===== src/rtl/rdy_stretch.sv =====
module rdy_stretch #(
  parameter int WAIT_CYCLES = 8,
  localparam int CW = $clog2(WAIT_CYCLES + 1)
) (
  input  logic phi2,
  input  logic rst,
  input  logic io_page_n,
  input  logic dev_match,
  input  logic rw_n,
  output logic rdy,
  output logic busy
);

  logic [CW-1:0] cnt;
  logic          lock;
  logic          rdy_q;
  logic          start;

  assign start = !io_page_n && dev_match && !rw_n && (cnt == '0) && !lock;

  always_ff @(posedge phi2 or posedge rst) begin
    if (rst) begin
      cnt   <= '0;
      lock  <= 1'b0;
      rdy_q <= 1'b1;
    end else begin
      lock <= 1'b0;
      if (start) begin
        cnt   <= CW'(WAIT_CYCLES);
        rdy_q <= 1'b0;
      end else if (cnt != '0) begin
        cnt <= cnt - CW'(1);
        if (cnt == CW'(1)) begin
          rdy_q <= 1'b1;
          lock  <= 1'b1;
        end
      end
    end
  end

  assign rdy  = rdy_q;
  assign busy = (cnt != '0);

endmodule


===== config.mk =====
export PLATFORM = sky130hd
export DESIGN_NAME = rdy_stretch
export DESIGN_NICKNAME = d
export VERILOG_FILES = /design/src/rtl/rdy_stretch.sv
export SDC_FILE = /design/constraint.sdc
export NUM_CORES = 1
export LEC_CHECK = 0
export ABC_AREA = 1
export BUFFER_PORTS_ARGS = -buffer_cell sky130_fd_sc_hd__buf_2
export CAP_MARGIN = 25
export CORE_AREA = 10 10 47 49
export DETAILED_ROUTE_END_ITERATION = 6
export DIE_AREA = 0 0 57 59
export SLEW_MARGIN = 30
export SYNTH_ARGS = -nofsm -noshare
export SYNTH_HDL_FRONTEND = slang
export SYNTH_SLANG_ARGS = --single-unit

===== constraint.sdc =====
create_clock -name phi2 -period 1.46 [get_ports phi2]
set_clock_uncertainty 0.05 [all_clocks]
set_input_delay 0.146 -clock phi2 [delete_from_list [all_inputs] [get_ports phi2]]
set_output_delay 0.146 -clock phi2 [all_outputs]
set_load 0.01 [all_outputs]

* After elaboration in Yosys (flattened, before gate mapping)
Cells that the tools add are included. W data, S select, Z words.
Word-level totals: register bits 6, bits in latches 0, bits in writable memories 0, bits in read-only memories 0, bits of input ports 5, memories 0
Operators by class: add/subtract/negate cells 1, multiply operators 0, divide/modulo/power cells 0, magnitude comparators 0, eq/ne operators 1, shift operators 0, muxes and demuxes 8, bitwise operators 0, reductions and logical operators 12
Operators by type and width (count):
- $mux W4 | 2
- $mux W1 | 6
- $eq A4 B1 Y1 const B | 1
- $logic_and A1 B1 Y1 | 4
- $logic_not A4 Y1 | 1
- $reduce_bool A2 Y1 | 2
- $reduce_bool A4 Y1 | 1
- $sub A4 B1 Y4 const B | 1
- $logic_not A1 Y1 | 3
- $reduce_and A2 Y1 | 1

* Depth between registers and ports, before layout
depth after elaboration 7, gate-level depth with buffers 6, depth with buffers taken out 6

* Worst setup path before layout
Ideal clock, no wire load.
kind register to register, start register cnt[0], end register cnt[0], library setup time 76 ps, arrival time 1037 ps, required time 1334 ps, path slack 296 ps, stages on the path, launching flop included 7, period minus slack after synthesis 1164 ps, path through dfrtp_1 > inv_1 > ha_1 > nand3_2 > inv_2 > nand3_1 > o21ai_1
RTL lines:
- start: declaration | line 14 | logic [CW-1:0] cnt;
- start signal: assignment | line 29 | cnt <= CW'(WAIT_CYCLES);
- start signal: assignment | line 32 | cnt <= cnt - CW'(1);
- $reduce_bool A4 Y1
- net busy | line 11 | output logic busy
- $reduce_bool A2 Y1 (no line)
The timed path passes the listed nets, and every way through them passes these cells. The select of a mux whose other input is x is not followed. A chain may end at the register's enable or synchronous reset.

* Final worst setup path
start register cnt[0], end output port busy
On the way: word-level cells in the longest chain between the ends 1
RTL lines:
- $reduce_bool A4 Y1 | line 42 | assign busy = (cnt != '0);
- end: declaration | line 11
No other way between the ends.

==> flow_summary.yaml <==
floorplanning:
  die_x_um: 57
  die_h_um: 59
  rows: 14
  ios: 7
  floorplan.initialDensity_pct: 22.14
  die_area_um2: 3363
  fp.coreArea_um2: 1401
layout:
  nNetsFinal: 58
  areaGrowthSynthToFinish_pct: 34.27
  multiInputGateArea_um2: 137.6
  register_area_um2: 151.4
  n_fill_cell: 164
  drive_gt1_share_pct: 34.00
  antennaDiodeCount: 0
  final_area_um2: 416.7
status:
  status: "finished clean"
clocking:
  root_buffer: "clkbuf_4"
  cts_tree: "yes"
  clk_pin_slew_ps: 40
  insertion_delay_ps: 240
  numCtsBuffers: 3
  htreeDepth: 1
  clock-sinks: 6
  clockBufferDepth: 2
sta:
  setup_viol: 0
  finalCritPeriodShare_pct: 95.15
  worst_slew_margin_rel_pct: 84.38
  rsz0062_at_grt: "false"
  timing_hold_violations_final: 0
  setup_slack_ps: 70.86
  fin_tns_setup_ps: 0
  tightest_slew_ps: 234.0
  min_period_ps: 1389
  fmax_mhz: 719.9
  whs_ps: 265.1
  slew_viol_final: 0
grt:
  met3_usage_pct: 1.931
  grt_use_total_pct: 3.901
  globalRoute.busiestLayer: "met2"
  grt_antenna_before_repair: 0
  use_met2_pct: 6.357
  grt_pass1_wl_um: 1007
  grt.met1_usage_pct: 4.072
  gr-total-overflow: 0
  grt_pass1_vias: 257
  grt_max_degree: 7
drt:
  drtIter0Drc: 12
  wl_per_cell_um: 10.52
  avgViaCountPerCell: 4.136
  drc: 0
  wirelength_um: 694
  drt-pass1-iter-count: 4
  num_vias: 273
  ant_nets: 0
place:
  globalplace.congestion: 0.8304
  dp_slack_ps: 209.2
  dp_hpwl_um: 522.4
  dpl_cell_area_um2: 360.3
  port-buffer-count: 6
synth:
  ys_seq_area_share_pct: 48.79
  syn_avg_cell_area_um2: 8.166
  netlist_instances: 38
  synth_top_cell_by_area: "dfrtp_1"
  ys_ff_latch: 6
  syn_nets: 45
  syn_area_um2: 310.3
  yosysTopAreaCellShare_pct: 40.32
  synth.yosys.warnings: 0
  yosys.cell_types.count: 14
  yosys-top-cells-area: "dfrtp_1, dfstp_2, nand2_1"
setup_path:
  reg2reg_slack_ps: 280
  required_ps: 1260
  path_class: "reg2out"
  path_max_fanout: 4
  worstPathArrival_ps: 1190
  end_kind: "output port"
  cp-start-kind: "flop"
power_and_ir_drop:
  p_per_area_nw_per_um2: 2088
  ir_drop_uv: 769.8
  power_leakage_nw: 0.2140
hold_path:
  hold_class: "in2reg"
run:
  cap_violations: 0
-- cells in the mapped netlist --
cell / count
a21oi_1: 1
dfrtp_1: 5
dfstp_2: 1
ha_1: 2
inv_1: 6
inv_2: 3
nand2_1: 7
nand3_1: 3
nand3_2: 1
nand4_1: 1
nor2_1: 4
o21ai_0: 1
o21ai_1: 2
o21bai_1: 1
-- through the flow --
stage               utilization, %  cells  total power, mW
floorplan                        -     38           0.5485
finish                       29.73     66           0.8700
CTS                          28.48     65           0.8230
global placement             25.71     60           0.6245
global route                 29.73     66           0.9603
detailed placement           25.71     60           0.6347
-- area by class of cell --
| cell class | instances | share of cell area [%] |
|---|---|---|
| flip-flops and latches | 6 | 36.34 |
| inverters | 9 | 8.108 |
| clock buffers | 4 | 6.306 |
| multi-input cells | 23 | 33.03 |
| repair buffers | 8 | 11.41 |
| well taps | 16 | 4.805 |
-- sequential cells by signal, indices dropped and copies added, names as in the netlist --
| name | flops |
|---|---|
| cnt | 4 |
| rdy | 1 |
| lock | 1 |
-- layout by cell type, fill, tap and decap left out --
cell type / count
a21oi_1: 1
buf_2: 6
buf_4: 1
clkbuf_1: 1
clkbuf_4: 3
dfrtp_1: 5
dfstp_2: 1
dlygate4sd3_1: 1
ha_1: 1
ha_4: 1
inv_1: 5
inv_2: 4
nand2_1: 7
nand3_1: 3
nand3_2: 1
nand4_1: 1
nor2_1: 4
o21ai_0: 1
o21ai_1: 2
o21bai_1: 1
-- kinds of logic after synthesis --
logic type               Yosys count  share of synthesized area [%]
AO/OA/AOI/OAI                      5                          8.869
adder cells (fa/ha/maj)            2                          8.063
buffers and inverters              9                          10.89
flip-flops                         6                          48.79
AND/OR/NAND/NOR                   16                          23.39
-- what timing repair did --
action / CTS / global route
buffers inserted: 0 / 1
endpoints found under the setup margin: 1 / 1
endpoints found under the hold margin: 6 / 0
hold buffers: 1 / 0
resized for setup: 2 / 1
-- critical path, stage by stage (launching register included) --
cell     delay [ps]
dfrtp_1         410
inv_2           120
ha_4            160
nand3_2         110
buf_2           160
-- where the power goes --
part / internal [mW] / total, mW / switching (mW)
Sequential: 0.254 / 0.310 / 0.0562
Combinational: 0.169 / 0.397 / 0.228
Clock: 0.104 / 0.163 / 0.0597
Total: 0.526 / 0.870 / 0.344
-- metal layers --
| metal | routed length, µm | share of wire [%] | up-vias |
|---|---|---|---|
| met3 | 20 | 2.9 | 0 |
| li1 | - | - | 141 |
| met5 | 0 | 0 | - |
| met2 | 405 | 58 | 5 |
| met1 | 267 | 38 | 127 |
| met4 | 0 | 0 | 0 |
-- worst paths after layout --
check	from	end	cells after the start
max in group asynchronous	rst	rdy	3
worst max register to register	cnt[0]	cnt[0]	6
worst min register to register	rdy	rdy	2
worst min-delay path	io_page_n	rdy	5
min in group asynchronous	rst	lock	3
worst max-delay path	cnt[0]	busy	4
(Power assumes the default switching activity.)
